### src/rtl/thermal_throttle_ctrl.sv
module thermal_throttle_ctrl #(
  parameter int TEMP_W = 8,
  parameter int PS_W   = 3,
  parameter int CNT_W  = 16,
  parameter int CLK_HZ = 250_000_000,
  parameter int MARGIN = 5
) (
  input  logic              clk,
  input  logic              rst_n,
  input  logic [TEMP_W-1:0] temp_i,
  input  logic [TEMP_W-1:0] thresh_i,
  input  logic [PS_W-1:0]   lowest_ps_i,
  input  logic [CNT_W-1:0]  step_ivl_i,
  input  logic [CNT_W-1:0]  hyst_ivl_i,
  input  logic              bidir_en_i,
  input  logic              hot_pin_i,
  input  logic [1:0]        irq_mode_i,
  input  logic              crit_clr_i,
  output logic [PS_W-1:0]   ps_o,
  output logic              clkmod_o,
  output logic              hot_o,
  output logic              hot_oe_o,
  output logic              crit_o,
  output logic              irq_o
);
  localparam int CRIT_CYCLES = CLK_HZ / 50;
  localparam int CRIT_W      = $clog2(CRIT_CYCLES + 1);

  typedef enum logic [1:0] {S_IDLE, S_DOWN, S_COMB, S_UP} state_t;

  state_t            state_q;
  logic [PS_W-1:0]   ps_q;
  logic [CNT_W-1:0]  step_cnt, hyst_cnt;
  logic [CRIT_W-1:0] crit_cnt;
  logic [1:0]        sync_q;
  logic              crit_q, hot_q, irq_q;

  wire               hot_int   = temp_i >= thresh_i;
  wire [TEMP_W:0]    emerg_lvl = {1'b0, thresh_i} + (TEMP_W+1)'(MARGIN);
  wire               emerg     = {1'b0, temp_i} >= emerg_lvl;
  wire               ext_hot   = bidir_en_i & sync_q[1];
  wire               trig      = hot_int | ext_hot;
  wire               step_done = ({1'b0, step_cnt} + 1'b1) >= {1'b0, step_ivl_i};
  wire               hyst_done = ({1'b0, hyst_cnt} + 1'b1) >= {1'b0, hyst_ivl_i};
  wire               at_low    = ps_q >= lowest_ps_i;
  wire               crit_set  = (state_q == S_COMB) && (crit_cnt == CRIT_W'(CRIT_CYCLES));

  assign ps_o     = ps_q;
  assign clkmod_o = state_q == S_COMB;
  assign hot_o    = hot_q;
  assign hot_oe_o = bidir_en_i & hot_q;
  assign crit_o   = crit_q;
  assign irq_o    = irq_q;

  always_ff @(posedge clk or negedge rst_n) begin
    if (!rst_n) begin
      sync_q <= '0;
      hot_q  <= 1'b0;
      irq_q  <= 1'b0;
      crit_q <= 1'b0;
    end else begin
      sync_q <= {sync_q[0], hot_pin_i};
      hot_q  <= hot_int;
      irq_q  <= (irq_mode_i[0] & hot_int & ~hot_q) | (irq_mode_i[1] & ~hot_int & hot_q);
      if (crit_set)        crit_q <= 1'b1;
      else if (crit_clr_i) crit_q <= 1'b0;
    end
  end

  always_ff @(posedge clk or negedge rst_n) begin
    if (!rst_n) begin
      crit_cnt <= '0;
    end else if (state_q != S_COMB) begin
      crit_cnt <= '0;
    end else if (!crit_set) begin
      crit_cnt <= crit_cnt + 1'b1;
    end
  end

  always_ff @(posedge clk or negedge rst_n) begin
    if (!rst_n) begin
      state_q  <= S_IDLE;
      ps_q     <= '0;
      step_cnt <= '0;
      hyst_cnt <= '0;
    end else begin
      case (state_q)
        S_IDLE: begin
          step_cnt <= '0;
          hyst_cnt <= '0;
          if (trig) state_q <= S_DOWN;
        end
        S_DOWN: begin
          if (emerg) begin
            state_q <= S_COMB;
            ps_q    <= lowest_ps_i;
          end else if (trig) begin
            hyst_cnt <= '0;
            if (step_done) begin
              step_cnt <= '0;
              if (!at_low) ps_q <= ps_q + 1'b1;
            end else begin
              step_cnt <= step_cnt + 1'b1;
            end
          end else if (hyst_done) begin
            state_q  <= S_UP;
            step_cnt <= '0;
            hyst_cnt <= '0;
          end else begin
            hyst_cnt <= hyst_cnt + 1'b1;
          end
        end
        S_COMB: begin
          if (!trig) begin
            state_q  <= S_UP;
            step_cnt <= '0;
          end
        end
        default: begin
          if (trig) begin
            state_q  <= S_DOWN;
            step_cnt <= '0;
            hyst_cnt <= '0;
          end else if (ps_q == '0) begin
            state_q <= S_IDLE;
          end else if (step_done) begin
            step_cnt <= '0;
            ps_q     <= ps_q - 1'b1;
            if (ps_q == PS_W'(1)) state_q <= S_IDLE;
          end else begin
            step_cnt <= step_cnt + 1'b1;
          end
        end
      endcase
    end
  end
endmodule


### config.mk
export PLATFORM = sky130hd
export DESIGN_NAME = thermal_throttle_ctrl
export DESIGN_NICKNAME = d
export VERILOG_FILES = /design/src/rtl/thermal_throttle_ctrl.sv
export SDC_FILE = /design/constraint.sdc
export NUM_CORES = 1
export LEC_CHECK = 0
export BUFFER_PORTS_ARGS = -buffer_cell sky130_fd_sc_hd__buf_2
export CELL_PAD_IN_SITES_DETAIL_PLACEMENT = 1
export CELL_PAD_IN_SITES_GLOBAL_PLACEMENT = 2
export CORE_ASPECT_RATIO = 1.5
export CORE_MARGIN = 2
export CORE_UTILIZATION = 33
export CTS_CLUSTER_SIZE = 24
export DETAILED_ROUTE_END_ITERATION = 10
export PLACE_DENSITY = 0.86
export SYNTH_ARGS = -nofsm -noshare
export SYNTH_HDL_FRONTEND = slang
export SYNTH_SLANG_ARGS = --single-unit
export TNS_END_PERCENT = 30
### constraint.sdc
create_clock -name clk -period 3.4 [get_ports clk]
set_input_delay 0 -clock clk [delete_from_list [all_inputs] [get_ports clk]]
set_output_delay 0 -clock clk [all_outputs]
set_load 0.02 [all_outputs]
==> run metrics <==
max frequency=296.3 MHz; grt ovf=0; Reg2Reg Depth=16; CTS tree=done; IO Pins=66; nets=836; HP Class=in -> reg; syn avg cell area=8.935 µm²; Antenna diodes=0; maximum vdd drop=254.9 µV; Pwr Total=3.308 mW; placer congestion estimate=0.8271; asr flop ratio synth=1.000; EDFF count, synth=0; fin crit period=3.374 ns; Cell variety after synth=62; Seq cells post-synth=65; Crit Path Max Fanout=4; Chip Height=157.7 µm; H-tree lvl count=3; Crit path arrival time=3.59 ns; vias in the first global route=5374; r2r endpoint=state_q[1]; Initial Utilization=0.3343; drt first pass iters=4; worst setup margin=0.02555 ns; per-cell routed wire length=16.77 µm; setup violators final=0; fraction of layout instances using a drive strength above 1=0.2681; DRC viols=0; Pwr Density=489.1 mW/mm²; antenna-violating nets left=0; dpl ws=-0.4033 ns; Cell Rows=56; Via Count=4888; final hold violations=0; Die Wd=106.5 µm; Slew headroom=0.5400; Port Buffer Count=65; global-route wire length before repair=25470 µm; worst r2r src=step_cnt[0]; Vias/cell=5.296; hold path cells=3; most frequent cells in the layout=65 x dfrtp_1, 65 x buf_2, 62 x ha_1, 62 x buf_4, 56 x inv_1; synthesized cell area=0.005200 mm²; Post-Synthesis Net Count=703; Die ar.=0.01680 mm²; Post-DP HPWL=11710 µm; yosys warns=0; Synth Flop Type=dfrtp_1; CTS Buf Count=9; post-synthesis sequential area ratio=0.3128; min-delay src=lowest_ps_i[1]; area grow syn2layout=30.08%; Total Routed Length=15480 µm; critical path startpoint category=flop; Root Driver=clkbuf_16; WHS Endpoint=ps_o[1]; worst slew pin tran=0.6868 ns; FILL cells=1851; static leakage=3.404 nW; Final Skew=0.007570 ns; CTS clk-pin slew, worst paths=0.06 ns; setup_tns=0 ns; RSZ-0062 raised after global routing=yes; status=finished, final reports clean; period utilisation layout=0.9925; CP required=3.61 ns; total of max-cap violations=0; DRT iter0 DRCs=120; core region area=0.01555 mm²; initial antenna violation count=0; clock tree sinks=65; Clock Latency Late Sink=0.34 ns; clk buf depth=2; Setup crit end kind=flop; Cells after Synth=582; CP Class=reg -> reg; max-slew violations=0; GRT Total Usage=0.1891; largest net degree at the start of global routing=25; R2R Setup Slk=0.03 ns
## flip-flops by register name (all words and copies together), names as in the netlist
| register | cells |
|---|---|
| crit_cnt | 23 |
| hyst_cnt | 16 |
| step_cnt | 16 |
| ps_o | 3 |
| state_q | 2 |
| sync_q | 2 |
| crit_o | 1 |
| hot_o | 1 |
| irq_o | 1 |
## metal layers
layer | vias to the layer above | track usage | share of wire
li1 | 2341 | - | -
met1 | 2436 | 0.1944 | 0.37
met2 | 84 | 0.3846 | 0.58
met3 | 27 | 0.02223 | 0.025
met4 | 0 | 0.06865 | 0.021
met5 | - | 0 | 0
## how the worst max path moves through the flow
stage,startpoint,end,slack [ns],depth (start not counted)
after global routing,step_cnt[0],step_cnt[2],-0.13,17
after detailed placement,step_cnt[4],step_cnt[14],-0.40,14
after CTS,step_cnt[1],step_cnt[6],-0.01,15
after global placement,step_cnt[4],step_cnt[14],-0.30,14
final,step_cnt[0],state_q[1],0.03,16
after floorplan,step_cnt[0],step_cnt[14],0.02,14
## logic make-up (layout without fill, tap and decap cells)
group	count (synthesis)	in the layout	share of synthesized area
compound gates	126	126	0.1826
xor+xnor	51	51	0.08590
fa+ha+maj	63	63	0.1516
buf+inv	70	208	0.05342
flops	65	65	0.3128
mux	6	6	0.01227
simple gates	201	201	0.2014
## worst max-delay path: stages, from the launching register on
cell and delay (ns):
dfrtp_1 0.36, ha_2 0.18, nand4_1 0.14, nor3_2 0.15
buf_4 0.15, nand3_2 0.08, or2_1 0.27, xnor2_1 0.13
ha_1 0.33, nand3_2 0.10, nor3_4 0.22, nand4_1 0.16
o211ai_1 0.21, buf_4 0.18, nor3_2 0.05, a21oi_2 0.18
mux2_2 0.36
## what timing repair did
action | 4_1_cts | 5_1_grt
gates resized for setup | 17 | 24
buffers inserted | 10 | 2
hold buffers | 5 | 0
pin swaps | 13 | 19
endpoints found under the hold margin | 23 | 0
endpoints found under the setup margin | 33 | 33
## cell usage after synthesis, types with 4 or more instances
cell / instances / area share
o31ai_1: 4 / 0.0058
o211ai_1: 9 / 0.013
nor2b_1: 5 / 0.0060
a211o_1: 6 / 0.010
a22o_1: 27 / 0.045
xnor2_1: 36 / 0.061
and2_1: 18 / 0.022
and3_1: 9 / 0.011
a21boi_0: 4 / 0.0058
nand2_1: 41 / 0.030
nand3_1: 35 / 0.034
ha_1: 63 / 0.15
o21ai_0: 14 / 0.013
or3_1: 6 / 0.0072
nand4_1: 11 / 0.013
inv_1: 56 / 0.040
clkbuf_1: 9 / 0.0065
a21o_1: 10 / 0.014
o21ai_1: 6 / 0.0058
xor2_1: 15 / 0.025
nand2b_1: 6 / 0.0072
or2_1: 4 / 0.0048
nor2_1: 33 / 0.024
nor3_1: 16 / 0.015
dfrtp_1: 65 / 0.31
nor4_1: 4 / 0.0048
a21oi_1: 18 / 0.017
## power by group
part / switching [mW] / total [mW] / internal (mW)
clock network: 0.358 / 0.946 / 0.588
logic: 0.850 / 1.45 / 0.602
registers: 0.0768 / 0.909 / 0.833
total: 1.29 / 3.31 / 2.02
## stage by stage
stage          area [µm²]  cells    util  hold WS (ns)
2_1_floorplan        5207    582       -       -0.2956
3_3_place_gp         6125    890  0.3937      -0.01656
3_5_place_dp         6125    890  0.3937     -0.007112
4_1_cts              6631    921  0.4263       0.05291
5_1_grt              6764    923  0.4348       0.08029
6_report             6764    923  0.4348       0.05306
## cell type report
cell class	count	area [µm²]	area share
Clock buffer	10	239.0	0.03533
Sequential cell	65	1627	0.2405
Clock inverter	6	66.31	0.009804
Timing Repair Buffer	136	885.9	0.1310
Inverter	56	210.2	0.03108
Multi-Input combinational cell	447	3482	0.5148
Tap cell	203	254.0	0.03755
Power figures use the tool's default switching activity.
